### src/rtl/lamp_seq_pkg.sv
package lamp_seq_pkg;
  localparam int LAMP_N = 8;
  localparam int PAT_N  = 4;
  localparam int PAT_W  = $clog2(PAT_N);
  localparam int FRM_W  = 5;

  typedef struct packed {
    logic load;   // show the current indices' frame (first frame after reset)
    logic step;   // move to the following frame
  } seqStrobe_t;

  function automatic logic [FRM_W-1:0] frameCount(input logic [PAT_W-1:0] pat);
    case (pat)
      2'd0:    return FRM_W'(17);
      2'd1:    return FRM_W'(7);
      2'd2:    return FRM_W'(5);
      default: return FRM_W'(4);
    endcase
  endfunction

  function automatic logic [LAMP_N-1:0] frameBits(input logic [PAT_W-1:0] pat,
                                                   input logic [FRM_W-1:0] frm);
    int k;
    logic [LAMP_N-1:0] b;
    k = int'(frm);
    case (pat)
      2'd0: begin
        if (k < 8)        b = 8'h01 << k;
        else if (k < 15)  b = 8'h01 << (14 - k);
        else if (k == 15) b = 8'h00;
        else              b = 8'hFF;
      end
      2'd1: begin
        if (k > 3) k = 6 - k;
        b = (8'h80 >> k) | (8'h01 << k);
      end
      2'd2: begin
        if (k > 2) k = 4 - k;
        b = (8'hC0 >> k) | (8'h03 << k);
      end
      default: begin
        case (k)
          0:       b = 8'hE7;
          1:       b = 8'hF0;
          2:       b = 8'h0F;
          default: b = 8'h55;
        endcase
      end
    endcase
    return b;
  endfunction
endpackage

### src/rtl/lamp_seq_ctrl.sv
module lamp_seq_ctrl
  import lamp_seq_pkg::*;
#(
  parameter int CYC_PER_SEC = 500
) (
  input  logic       clk,
  input  logic       rst,
  input  logic [1:0] dwellSel,
  output seqStrobe_t strb
);
  localparam int CNT_W = $clog2(4 * CYC_PER_SEC + 1);

  logic             running;
  logic [CNT_W-1:0] cnt;
  logic [CNT_W-1:0] limit;
  logic [CNT_W-1:0] newLimit;
  logic             frameEnd;

  always_comb begin
    newLimit = CNT_W'(CYC_PER_SEC * (int'(dwellSel) + 1));
    frameEnd = running && (cnt == limit - CNT_W'(1));
  end

  always_ff @(posedge clk) begin
    if (rst) begin
      running <= 1'b0;
      cnt     <= '0;
      limit   <= '0;
    end else if (!running || frameEnd) begin
      running <= 1'b1;
      cnt     <= '0;
      limit   <= newLimit;
    end else begin
      cnt <= cnt + CNT_W'(1);
    end
  end

  assign strb.load = !running;
  assign strb.step = frameEnd;
endmodule

### src/rtl/lamp_seq_path.sv
module lamp_seq_path
  import lamp_seq_pkg::*;
(
  input  logic              clk,
  input  logic              rst,
  input  seqStrobe_t        strb,
  output logic [LAMP_N-1:0] lamps,
  output logic [PAT_W-1:0]  patIdx,
  output logic [FRM_W-1:0]  frmIdx
);
  logic             lastFrm;
  logic [PAT_W-1:0] nextPat;
  logic [FRM_W-1:0] nextFrm;

  always_comb begin
    lastFrm = (frmIdx == frameCount(patIdx) - FRM_W'(1));
    nextPat = lastFrm ? patIdx + PAT_W'(1) : patIdx;
    nextFrm = lastFrm ? '0 : frmIdx + FRM_W'(1);
  end

  always_ff @(posedge clk) begin
    if (rst) begin
      lamps  <= '0;
      patIdx <= '0;
      frmIdx <= '0;
    end else if (strb.load) begin
      lamps <= frameBits(patIdx, frmIdx);
    end else if (strb.step) begin
      patIdx <= nextPat;
      frmIdx <= nextFrm;
      lamps  <= frameBits(nextPat, nextFrm);
    end
  end
endmodule

### src/rtl/lamp_seq.sv
module lamp_seq
  import lamp_seq_pkg::*;
#(
  parameter int CYC_PER_SEC = 500
) (
  input  logic       clk,
  input  logic       rst,
  input  logic [1:0] dwellSel,
  output logic [7:0] lamps,
  output logic [1:0] patIdx,
  output logic [4:0] frmIdx
);
  seqStrobe_t strb;

  lamp_seq_ctrl #(.CYC_PER_SEC(CYC_PER_SEC)) ctrl_i (
    .clk(clk), .rst(rst), .dwellSel(dwellSel), .strb(strb)
  );

  lamp_seq_path path_i (
    .clk(clk), .rst(rst), .strb(strb),
    .lamps(lamps), .patIdx(patIdx), .frmIdx(frmIdx)
  );
endmodule

### config.mk
export PLATFORM = sky130hd
export DESIGN_NAME = lamp_seq
export DESIGN_NICKNAME = d
export VERILOG_FILES = /design/src/rtl/lamp_seq_pkg.sv /design/src/rtl/lamp_seq_ctrl.sv /design/src/rtl/lamp_seq_path.sv /design/src/rtl/lamp_seq.sv
export SDC_FILE = /design/constraint.sdc
export NUM_CORES = 1
export LEC_CHECK = 0
export ABC_AREA = 1
export BUFFER_PORTS_ARGS = -buffer_cell sky130_fd_sc_hd__buf_2
export CORE_MARGIN = 8
export CORE_UTILIZATION = 50
export CTS_BUF_LIST = sky130_fd_sc_hd__clkbuf_8
export DETAILED_ROUTE_END_ITERATION = 8
export PLACE_DENSITY_LB_ADDON = 0.25
export SYNTH_ARGS = -nofsm -noshare
export SYNTH_HDL_FRONTEND = slang
export SYNTH_SLANG_ARGS = --single-unit
### constraint.sdc
create_clock -name clk -period 8.45 [get_ports clk]
set_input_delay 1.69 -clock clk [delete_from_list [all_inputs] [get_ports clk]]
set_output_delay 1.69 -clock clk [all_outputs]
set_load 0.005 [all_outputs]
======== Yosys cells after proc, flatten, opt, wreduce, memory -nomap -nowiden ========
Index checks and enable logic that the tools add are counted.
storage, ports and cells
  register bits after elaboration ......... 36
  output and inout port bits .............. 15
  input port bits ......................... 4
  logic and storage cells ................. 98
operators by class
  shifts and indexed selects .............. 12
  order comparisons ....................... 8
  bitwise logic cells ..................... 4
  $mul .................................... 1
  add/subtract/negate cells ............... 12
  mux-type cells .......................... 33
  equal/unequal tests ..................... 13
  reductions and logical operators ........ 9
operator list
  cell                     number
  $mux W32                 18
  $shl A1 B32 Y8 const A   4
  $shr A8 B32 Y8 const A   4
  $pmux W8 S3              4
  $mux W8                  8
  $shl A2 B32 Y8 const A   2
  $mul A8 B32 Y9 const A   1
  $or A8 B8 Y8             4
  $sub A3 B5 Y6 const A    4
  $gt A5 B2 Y1 const B     4
  $lt A5 B4 Y1 const B     4
  $shl A1 B5 Y8 const A    2
  $pmux W5 S3              1
  $sub A4 B5 Y6 const A    2
  $add A11 B1 Y11 const B  1
  $eq A11 B11 Y1           1
  $sub A11 B1 Y11 const B  1
  $eq A5 B1 Y1 const B     2
  $eq A5 B2 Y1 const B     2
  $eq A5 B5 Y1 const B     2
  $logic_not A5 Y1         2
  $add A5 B1 Y5 const B    1
  $eq A5 B5 Y1             1
  $mux W5                  1
  13 further kinds         16

======== Depth between registers and ports, before layout ========
Gate-level depths: netlist of run 1.
  word-level depth ........................ 16
  mapped depth ............................ 25
  depth with buffers taken out ............ 25

======== Hierarchy ========
A second synthesis of run 1 with hierarchy kept.
second synthesis, totals
  cells, all modules ...................... 626
  area, all modules ....................... 3872.5 sq um
modules (own cells, without submodules)
  module         cells each  times used  area each (sq um)
  lamp_seq_path  426         1           2404.8
  lamp_seq_ctrl  200         1           1467.7

======== Least setup slack after synthesis of run 1 ========
No wires, ideal clock.
  path type ............................... input -> register
  from .................................... in dwellSel[0]
  to ...................................... reg ctrl_i.limit[9]
  setup time .............................. 74 ps
  slack ................................... 5294 ps
  data required time ...................... 8376 ps
  cell stages on the path ................. 8
  arrival ................................. 3082 ps
  cells stage by stage .................... inv_1 > ha_1 > xnor2_1 > ha_1 > inv_1 > fa_1 > xor2_1 > o21ai_0
on the way
  word-level cells in the longest chain between the ends .. 2
RTL lines
  element               RTL line             text
  from (decl)           lamp_seq.sv:8        input logic [1:0] dwellSel,
  $add A2 B1 Y3         lamp_seq_ctrl.sv:20  newLimit = CNT_W'(CYC_PER_SEC * (int'(dwellSel) + 1));
  $mul A8 B32 Y9        lamp_seq_ctrl.sv:20
  to (signal assigned)  lamp_seq_ctrl.sv:32  limit <= newLimit;
  to (decl)             lamp_seq_ctrl.sv:15  logic [CNT_W-1:0] limit;
No other way between the ends.
A chain may end at the register's enable or synchronous reset.

======== Worst setup path after layout of run 1 ========
  from .................................... reg path_i.frmIdx[0]
  to ...................................... reg path_i.lamps[6]
on the way
  word-level cells in the longest chain between the ends .. 13
  elaborated cells between the ends (all ways) .. 75
RTL lines
  element                                        RTL line                                  text
  from (decl)                                    lamp_seq_path.sv:9                        output logic [FRM_W-1:0] frmIdx
  from (signal assigned)                         lamp_seq_path.sv:30                       frmIdx <= nextFrm;
  $add A5 B1 Y5 or $eq A5 B5 Y1 (tied branches)  lamp_seq_path.sv:18, lamp_seq_path.sv:16
  $mux W5 (*)                                    lamp_seq_path.sv:18                       nextFrm = lastFrm ? '0 : frmIdx + FRM_W'(1);
  net path_i.nextFrm[1]                          lamp_seq_path.sv:13                       logic [FRM_W-1:0] nextFrm;
  $sub A3 B5 Y6, or another cell as far along    lamp_seq_pkg.sv:38                        if (k > 2) k = 4 - k;
  $mux W32 (on tied branches)                    lamp_seq_pkg.sv:38, lamp_seq_pkg.sv:34
  $mux W32                                       lamp_seq_pkg.sv:26                        case (pat)
  $mux W32                                       lamp_seq_path.sv:28                       end else if (strb.step) begin
  $mux W32                                       lamp_seq_path.sv:26                       end else if (strb.load) begin
  $mux W32                                       lamp_seq_path.sv:22                       if (rst) begin
  $shr A8 B32 Y8, or another cell as far along   lamp_seq_pkg.sv:39                        b = (8'hC0 >> k) | (8'h03 << k);
  $or A8 B8 Y8 (on tied branches)                lamp_seq_pkg.sv:39, lamp_seq_pkg.sv:35
  $pmux W8 S3 (*)                                lamp_seq_pkg.sv:26
  $mux W8 (*)                                    lamp_seq_path.sv:28
  $mux W8 (*)                                    lamp_seq_path.sv:26
  to (signal assigned)                           lamp_seq_path.sv:27                       lamps <= frameBits(patIdx, frmIdx);
  to (signal assigned)                           lamp_seq_path.sv:31                       lamps <= frameBits(nextPat, nextFrm);
  to (decl)                                      lamp_seq_path.sv:7                        output logic [LAMP_N-1:0] lamps,
Mark *: on every way through the listed nets, which the timed path passes. The rest lies on a longest branch. The select of a mux whose other input is x is not followed.

==> results of run 1 <==
## area by class of cell
class / count / share of cell area (%)
clock inverter: 2 / 0.2889
tap: 99 / 3.178
clock buffer: 6 / 2.119
timing repair buffer: 18 / 2.311
sequential: 36 / 18.49
inverter: 81 / 7.994
multi-input combinational: 462 / 65.62
## metal layers
metal	GRT usage (%)	share of wire [%]
met5	0	0
met4	7.901	2.3
met3	2.044	4.5
met2	31.74	45
met1	26.43	48
## synth_stat cells, types with 2 or more instances
cell and n:
a21oi_1 34, buf_2 2, dfxtp_1 36, inv_2 13
nand4_1 11, nor3_1 10, nand2_1 159, o21ai_1 5
a31oi_1 6, nor3b_1 2, nand4_2 2, o31ai_1 2
o22ai_1 10, a211oi_1 3, inv_1 64, a21boi_0 2
inv_4 3, clkbuf_1 5, xor2_1 13, nand2_2 15
a21oi_2 3, ha_1 23, nor2_1 47, xnor2_1 9
buf_6 5, nor2_2 8, nor2_4 4, o21ai_0 36
nand3_1 38, nand3b_1 2, nand3_2 4
## power by group through the flow
stage / combinational (W) / sequential (W) / clock, W
floorplan: 0.0000320 / 0.000182 / 0
global placement: 0.0000411 / 0.000184 / 0
detailed placement: 0.0000425 / 0.000184 / 0
CTS: 0.0000428 / 0.000180 / 0.000132
global route: 0.0000493 / 0.000181 / 0.000138
finish: 0.0000430 / 0.000180 / 0.000130
## metrics by stage
stage	total power, W	cells	hold WS (ps)	instance area (µm²)	utilization (%)
floorplan	0.0002143	592	417.5	3682	-
global placement	0.0002247	696	432.3	3804	53.01
detailed placement	0.0002261	696	437.4	3804	53.01
CTS	0.0003541	704	455.1	3897	54.32
global route	0.0003675	704	467.4	3897	54.32
finish	0.0003522	704	446.5	3897	54.32
## cell families (layout without fill, tap and decap cells)
family / Yosys count / after routing / share of synthesized area (%)
AND/OR/NAND/NOR: 308 / 308 / 39.04
AO/OA/AOI/OAI: 108 / 108 / 16.82
buffers and inverters: 94 / 107 / 10.98
flip-flops: 36 / 36 / 19.57
adder cells (fa/ha/maj): 24 / 24 / 8.359
XOR/XNOR: 22 / 22 / 5.233
## registers in the layout, summed over array words and instances (netlist names)
register	count
path_i.frmIdx	5
ctrl_i.cnt	11
path_i.patIdx	2
ctrl_i.limit	9
path_i.lamps	8
ctrl_i.running	1
## final timing paths
path | slack, ps | endpoint | start
worst min-delay path | 450 | ctrl_i.cnt[0]$_SDFF_PP0_ | ctrl_i.cnt[0]$_SDFF_PP0_
worst max-delay path | 4870 | path_i.lamps[6]$_SDFFE_PP0P_ | path_i.frmIdx[0]$_SDFFE_PP0P_
worst max register to register | 4870 | path_i.lamps[6]$_SDFFE_PP0P_ | path_i.frmIdx[0]$_SDFFE_PP0P_
worst min register to register | 450 | ctrl_i.cnt[0]$_SDFF_PP0_ | ctrl_i.cnt[0]$_SDFF_PP0_
## critical path, cell delays in order (launching register included)
cell and delay [ps]:
dfxtp_1 810, inv_4 150, ha_1 460, inv_1 170, a21oi_2 390, inv_1 180, ha_1 290, nand2_1 80
o211ai_1 100, nand4_1 140, nand2_1 70, nand2_1 90, nand2_1 70, a21oi_2 180, nand3_1 90, nand2_1 70
nand2_1 50, nand2_1 50, nand2_1 40
==> qor.yml, run 1 <==
worst_hold_path_type: "flop to flop"
num_rows: 31
fin_crit_ps: 3584
dr_total_vias: 3853
syn_avg_cell_area_um2: 6.220
fmax_mhz: 279.0
syn_inst: 592
drtAntennaViolNets: 0
pre_cts_slack_ps: 4948
finalSetupViolCount: 0
drt_iter0_drc: 275
antenna_cells: 0
fin_skew_ps: 5.202
tightest_slew_ps: 971.2
cp_max_fo: 19
first_pass_iters: 5
p_sw_share_pct: 27.07
hold_viol: 0
grt_pass1_wl_um: 16620
ys_warn_count: 0
setup_slack_ps: 4866
wl_per_cell_um: 13.90
worstPathRequired_ps: 8640
syn_area_mm2: 0.003682
synth_area_leaders: "dfxtp_1, nand2_1, ha_1"
multi_input_area_mm2: 0.002557
final.period_utilization_pct: 42.42
p_comb_share_pct: 12.2
grt_pass1_vias: 3607
wl_um: 9784
power_frac_clock_pct: 36.8
ios: 19
run_status: "complete, no violations"
final_common_cell: "nand2_1"
ys.flop_type: "dfxtp_1"
setup.worst_path.end_class: "flop"
finalNetCount: 632
start_kind: "flop"
p_int_w: 0.0002569
powerDensity_mw_per_mm2: 90.38
yosysTopAreaCellShare_pct: 19.57
grt.total_usage_pct: 19.77
async_flop_share_pct: 0
cts_max_path_buffers: 2
cts_tree: "done"
clkSlewWorstSetupHoldPaths_ps: 70
criticalPathCategory: "flop to flop"
worstPathArrival_ps: 3780
place_hpwl_um: 7764
avgViaCountPerCell: 5.473
cts_made_buffers: 5
gp_congestion: 0.9639
p_leak_nw: 1.987
grt_overflow: 0
cts_sinks: 36
fin_setup_tns_ps: 0
core_area_mm2: 0.007176
min_path_cells: 1
numPortBuffers: 18
synth.distinct_cells: 47
synth_edf_count: 0
reg2reg_depth: 18
synth.net_count: 620
post_cts_resized: 0
drv_slew: 0
grt_antenna_before_repair: 0
die_area_mm2: 0.01037
rsz0062_at_grt: "false"
seqCellArea_um2: 720.7
die_h_um: 101.8
root_buffer: "clkbuf_8"
cts_max_level: 2
slew_headroom_pct: 35.01
cap_violations: 0
drive_gt1_share_pct: 13.88
cts_setup_buffers: 0
clock_latency_ps: 290
ys_ff_latch: 36
cts_hold_buf: 0
die_w_um: 101.8
start_util_pct: 51.32
ys_seq_area_share_pct: 19.57
nFillCells: 740
switching_power_w: 0.00009535
final_cell_mix: "nand2_1, inv_1, nor2_1"
p_seq_share_pct: 51.0
yosysTopAreaCell: "dfxtp_1"
grt_max_degree: 20
drc: 0
area_growth_pct: 5.844
max-vdd-ir-drop_mv: 0.05678
Note: power is estimated with default switching activity, not from simulation.
==> run 2, diff against run 1 <==
==> constraint.sdc (replaced) <==
create_clock -name clk -period 3.4 [get_ports clk]
set_input_delay 0.68 -clock clk [delete_from_list [all_inputs] [get_ports clk]]
set_output_delay 0.68 -clock clk [all_outputs]
set_load 0.005 [all_outputs]
==> run 2 against run 1 <==
Compared with the run above:
- clock skew down 1.3 ps
- clock-buffer cell count decreased by 1
- global-route usage is 0.65 points higher
- hold slack better by 1.7 ps
- combinational power rose by 140%
- first-iteration DRC count fell by 28%
- via count grew 0.91%
- largest power group unchanged
- critical endpoint unchanged
==> qor.yml, run 2 (same netlist as run 1, synthesis figures left out) <==
drtAntennaViolNets: 0  # unchanged
worstPathRequired_ps: 3590  # -5050 ps
ios: 19  # unchanged
first_pass_iters: 4  # -1
clkSlewWorstSetupHoldPaths_ps: 70  # about the same
met2_length_um: 4663  # +4.8%
largest_reg_flops: 11  # unchanged
tightest_slew_ps: 452.9  # -518.3 ps
cts_tree: "done"
cp_max_fo: 9  # -10
die_area_mm2: 0.01037  # unchanged
grt_max_degree: 18  # -10%
setup.worst_path.end_class: "flop"
slowest_stage: "dfxtp_1"
cts_max_path_buffers: 2  # unchanged
fmax_mhz: 324.5  # +16%
numPortBuffers: 18  # unchanged
cpPeakStageDelay_ps: 410  # -400 ps
start_util_pct: 51.32  # unchanged
fin_setup_tns_ps: 0  # unchanged
grt_antenna_before_repair: 0  # unchanged
fin_skew_ps: 3.915  # -1.287 ps
avgViaCountPerCell: 5.476  # about the same
worst-path-buf-inv: 4  # +1
final_common_cell: "nand2_1"
cts_max_level: 2  # unchanged
finalSetupViolCount: 0  # unchanged
cp_cell_sequence: "inv_1, ha_1, o21ai_2, nor2_8, nand3_4, inv_2, nor2_4, inv_2, ha_1, inv_1, nand2_1, nand2_2, nand2_1, nand2_1, nand2_1, a21oi_2, nand3_1, nand2_1, nand2_1, nand2_1, nand2_1"
core_area_mm2: 0.007176  # unchanged
finalNetCount: 638  # +0.95%
num_rows: 31  # unchanged
place_hpwl_um: 7834  # +0.90%
routedLengthMet1_um: 4379  # -6.2%
final.period_utilization_pct: 90.65  # +48 points
worst_path_most_repeated_cell: "nand2_1"
grt.total_usage_pct: 20.42  # +0.65 points
area_growth_pct: 7.441
run_status: "complete, no violations"
top_layer: "met4"
grt_pass1_wl_um: 17210  # +3.5%
root_buffer: "clkbuf_8"
rsz0062_at_grt: "false"
max-vdd-ir-drop_mv: 0.1736  # +210%
powerDensity_mw_per_mm2: 233.4  # +160%
grt_pass1_vias: 3729  # +3.4%
cts_setup_buffers: 0  # unchanged
antenna_cells: 0  # unchanged
reg.largest.list: "ctrl_i.cnt (11), ctrl_i.limit (9), path_i.lamps (8)"
final_cell_mix: "nand2_1, inv_1, nor2_1"
drc: 0  # unchanged
hold_viol: 0  # unchanged
clock_latency_ps: 290  # about the same
critPathTopFamily: "simple AND/OR/NAND/NOR gates"
post_cts_resized: 0  # unchanged
dr_total_vias: 3888  # +0.91%
top_register: "ctrl_i.cnt"
worstPathArrival_ps: 3270  # -510 ps
drive_gt1_share_pct: 14.73  # +0.85 points
start_kind: "flop"
worst_hold_path_type: "flop to flop"
die_w_um: 101.8  # unchanged
placed_cells_incl_taps: 702  # +0.86%
criticalPathCategory: "flop to flop"
cts_made_buffers: 5  # unchanged
wl_per_cell_um: 13.90  # about the same
cts_sinks: 36  # unchanged
fin_cells: 710  # +0.85%
p_leak_nw: 2.029  # +2.1%
total_power_w: 0.0009233  # +160%
cts_hold_buf: 0  # unchanged
fin_crit_ps: 3082  # -502.1 ps
wl_met3_um: 454  # +3.9%
gp_congestion: 0.9865  # +2.3%
slew_headroom_pct: 69.58  # +35 points
grt_overflow: 0  # unchanged
holdWs_ps: 448.2  # +1.722 ps
drv_slew: 0  # unchanged
cap_violations: 0  # unchanged
drt_iter0_drc: 198  # -28%
die_h_um: 101.8  # unchanged
wl_um: 9866  # +0.84%
==> run 2: cell types whose count changed in the layout (fill, tap and decap cells not counted) <==
| cell | change |
|---|---|
| buf_4 | +6 |
| bufinv_16 | +1 |
| clkbuf_8 | -1 |
| clkinv_2 | +1 |
| clkinvlp_4 | -1 |
==> run 2: per-stage QoR <==
stage	utilization, %	setup WS, ps	cell area [µm²]
finish	55.14	317.9	3956
global route	55.14	13.89	3956
CTS	55.14	323.8	3956
detailed placement	53.64	340.6	3849
global placement	53.64	446.5	3849
floorplan	-	506.3	3682
==> run 2: worst paths after layout <==
check | startpoint | to | slack (ps) | depth (start not counted)
worst min register to register | ctrl_i.cnt[0]$_SDFF_PP0_ | ctrl_i.cnt[0]$_SDFF_PP0_ | 450 | 1
worst min-delay path | ctrl_i.cnt[0]$_SDFF_PP0_ | ctrl_i.cnt[0]$_SDFF_PP0_ | 450 | 1
worst max register to register | path_i.patIdx[0]$_SDFFE_PP0P_ | path_i.lamps[6]$_SDFFE_PP0P_ | 320 | 21
worst max-delay path | path_i.patIdx[0]$_SDFFE_PP0P_ | path_i.lamps[6]$_SDFFE_PP0P_ | 320 | 21
==> run 2: layout make-up <==
class,count,area [µm²]
fill,737,3219
multi-input combinational,462,2557
sequential,36,720.7
inverter,81,311.5
timing repair buffer,24,135.1
tap,99,123.9
clock buffer,5,68.82
clock inverter,3,38.79
==> run 2: power breakdown <==
part | switching (W) | leakage (nW) | internal (W)
Combinational | 0.0000607 | 1.68 | 0.0000414
Sequential | 0.0000102 | 0.293 | 0.000435
Clock | 0.000161 | 0.0593 | 0.000215
Total | 0.000232 | 2.03 | 0.000691
==> run 2: per-layer routing <==
layer  vias up  global-route usage (%)
li1       1970                       -
met1      1762                   25.22
met2       129                   34.51
met3        27                   2.248
met4         0                   9.932
met5         -                       0
==> run 3, diff against run 2 <==
--- a/config.mk
+++ b/config.mk
@@ -11,7 +11,7 @@
 export CORE_UTILIZATION = 50
 export CTS_BUF_LIST = sky130_fd_sc_hd__clkbuf_8
 export DETAILED_ROUTE_END_ITERATION = 8
-export PLACE_DENSITY_LB_ADDON = 0.25
+export PLACE_DENSITY = 0.67
 export SYNTH_ARGS = -nofsm -noshare
 export SYNTH_HDL_FRONTEND = slang
 export SYNTH_SLANG_ARGS = --single-unit
==> run 3 against run 2 <==
Compared with the run above:
- critical path depth increased by 2
- sequential cell count unchanged
- global-route usage decreased by 0.074 points
- wire length increased by 4.3%
- die area unchanged
- worst setup slack improved by 13 ps
- non-clock buffer count increased by 2
- hold slack improved by 4.6 ps
- final area increased by 0.57%
- maximum frequency increased by 0.42%
- largest power group unchanged
- clock power about the same
==> qor.yml, run 3 (same netlist as run 1, synthesis figures left out) <==
avgViaCountPerCell: 5.489  # +0.23%
start_kind: "flop"
cpPeakStageDelay_ps: 420  # about the same
cts_sinks: 36  # unchanged
finalSetupViolCount: 0  # unchanged
hold_viol: 0  # unchanged
powerDensity_mw_per_mm2: 232.1  # -0.54%
ios: 19  # unchanged
final_common_cell: "nand2_1"
worstPathRequired_ps: 3590  # about the same
p_leak_nw: 2.039  # +0.48%
critPathTopFamily: "simple AND/OR/NAND/NOR gates"
max-vdd-ir-drop_mv: 0.1691  # -2.6%
root_buffer: "clkbuf_8"
worstPathArrival_ps: 3250  # -20 ps
pre_cts_slack_ps: 232.8  # -107.8 ps
p_int_w: 0.0006912  # about the same
r2r_start: "path_i.patIdx[0]$_SDFFE_PP0P_"
num_rows: 31  # unchanged
fin_setup_tns_ps: 0  # unchanged
top_register: "ctrl_i.cnt"
slew_headroom_pct: 61.78  # -7.8 points
die_w_um: 101.8  # unchanged
min_path_cells: 2  # +1
drt_iter0_drc: 179  # -9.6%
min_to: "path_i.lamps[0]$_SDFFE_PP0P_"
die_h_um: 101.8  # unchanged
clkSlewWorstSetupHoldPaths_ps: 70  # about the same
cts_max_path_buffers: 2  # unchanged
nFillCells: 736  # -0.14%
dr_total_vias: 3908  # +0.51%
p_seq_share_pct: 48.3  # about the same
area_growth_pct: 8.053
fmax_mhz: 325.8  # +0.42%
drtAntennaViolNets: 0  # unchanged
cts_max_level: 2  # unchanged
final_cell_mix: "nand2_1, inv_1, nor2_1"
numPortBuffers: 18  # unchanged
drive_gt1_share_pct: 15.17  # +0.44 points
setup.worst_path.end_class: "flop"
largest_reg_flops: 11  # unchanged
fin_crit_ps: 3069  # -12.92 ps
seqCellArea_um2: 720.7  # unchanged
worst_hold_path_type: "flop to flop"
cap_violations: 0  # unchanged
cts_made_buffers: 5  # unchanged
worst-path-buf-inv: 4  # unchanged
p_comb_share_pct: 11.2  # about the same
start_util_pct: 51.32  # unchanged
r2r-end: "path_i.lamps[6]$_SDFFE_PP0P_"
die_area_mm2: 0.01037  # unchanged
gp_congestion: 0.9721  # -1.5%
first_pass_iters: 5  # +1
final.period_utilization_pct: 90.27  # -0.38 points
grt_pass1_wl_um: 16970  # -1.4%
total_power_w: 0.0009235  # about the same
reg2reg_depth: 23  # +9.5%
worst_path_most_repeated_cell: "nand2_1"
fin_cells: 712  # +0.28%
wl_per_cell_um: 14.46  # +4.0%
fin_area_mm2: 0.003979  # +0.57%
p_sw_share_pct: 25.16  # +0.028 points
slowest_stage: "dfxtp_1"
placed_cells_incl_taps: 702  # unchanged
clock_latency_ps: 290  # about the same
grt.total_usage_pct: 20.35  # -0.074 points
cp_max_fo: 8  # -1
finalNetCount: 640  # +0.31%
reg.largest.list: "ctrl_i.cnt (11), ctrl_i.limit (9), path_i.lamps (8)"
grt_overflow: 0  # unchanged
run_status: "complete, no violations"
drv_slew: 0  # unchanged
grt_antenna_before_repair: 0  # unchanged
tightest_slew_ps: 571.3  # +118.4 ps
grt_pass1_vias: 3629  # -2.7%
grt_max_degree: 18  # unchanged
cp_cell_sequence: "inv_1, ha_1, o21ai_4, nor2_8, nand3_4, inv_2, nor2_4, inv_2, ha_1, inv_1, nand3_1, nand3_2, nand2_1, nand2_2, nand2_1, nand2_1, nand2_1, a21oi_2, nand3_1, nand2_1, nand2_1, nand2_1, nand2_1"
switching_power_w: 0.0002324  # +0.13%
antenna_cells: 0  # unchanged
place_hpwl_um: 8092  # +3.3%
place_area_mm2: 0.003849  # unchanged
ff2ff_setup_slack_ps: 330  # about the same
wl_um: 10290  # +4.3%
fin_skew_ps: 8.778  # +4.863 ps
multi_input_area_mm2: 0.002565  # +0.29%
cts_tree: "done"
criticalPathCategory: "flop to flop"
setup_slack_ps: 330.9  # +12.92 ps
power_frac_clock_pct: 40.5  # -0.2 points
drc: 0  # unchanged
rsz0062_at_grt: "false"
hp-start: "path_i.lamps[0]$_SDFFE_PP0P_"
core_area_mm2: 0.007176  # unchanged
==> run 3: worst min-delay path, stage by stage, from the launching register on <==
cell and delay [ps]:
dfxtp_1 310, nand2_1 60, nand2_1 50
==> run 3: power groups by stage <==
stage                     clock [W]  combinational, W  sequential (W)
after floorplan                   0         0.0000796        0.000453
after global placement            0          0.000102        0.000455
after detailed placement          0          0.000104        0.000455
after CTS                  0.000381          0.000105        0.000446
after global routing       0.000399          0.000120        0.000448
final                      0.000374          0.000104        0.000446
==> run 3: per-layer routing <==
layer  wire (µm)  up-vias  GRT usage [%]
met5           0        -              0
met4         253        0          8.352
met3         623       24          1.771
met2        4676      136          33.30
met1        4738     1782          26.81
li1            -     1966              -
==> run 3: timing repair <==
action,CTS,global route
endpoints found under the setup margin,0,4
endpoints found under the hold margin,0,0
resized for setup,0,2
hold buffers,0,0
setup buffers,0,2
==> run 3: final cells by class <==
type,instances,share of cell area [%]
clock inverters,3,0.9748
flip-flops and latches,36,18.11
well taps,99,3.113
repair buffers,26,3.774
clock buffers,5,1.730
inverters,81,7.830
multi-input cells,462,64.47
==> run 3: how the worst max path moves through the flow <==
stage | from | to | slack (ps) | cells after the start
floorplan | path_i.patIdx[0]$_SDFFE_PP0P_ | path_i.lamps[6]$_SDFFE_PP0P_ | 510 | 21
global placement | path_i.patIdx[0]$_SDFFE_PP0P_ | path_i.lamps[6]$_SDFFE_PP0P_ | 370 | 21
detailed placement | path_i.patIdx[0]$_SDFFE_PP0P_ | path_i.lamps[6]$_SDFFE_PP0P_ | 230 | 21
CTS | path_i.patIdx[0]$_SDFFE_PP0P_ | path_i.lamps[6]$_SDFFE_PP0P_ | 220 | 21
global route | path_i.patIdx[0]$_SDFFE_PP0P_ | path_i.lamps[6]$_SDFFE_PP0P_ | 20 | 21
finish | path_i.patIdx[0]$_SDFFE_PP0P_ | path_i.lamps[6]$_SDFFE_PP0P_ | 330 | 23
==> run 3: stage by stage <==
stage | utilization, % | hold WS, ps
floorplan | - | 417.5
global placement | 53.64 | 429.1
detailed placement | 53.64 | 438.2
CTS | 55.14 | 455.3
global route | 55.45 | 481.0
finish | 55.45 | 452.8
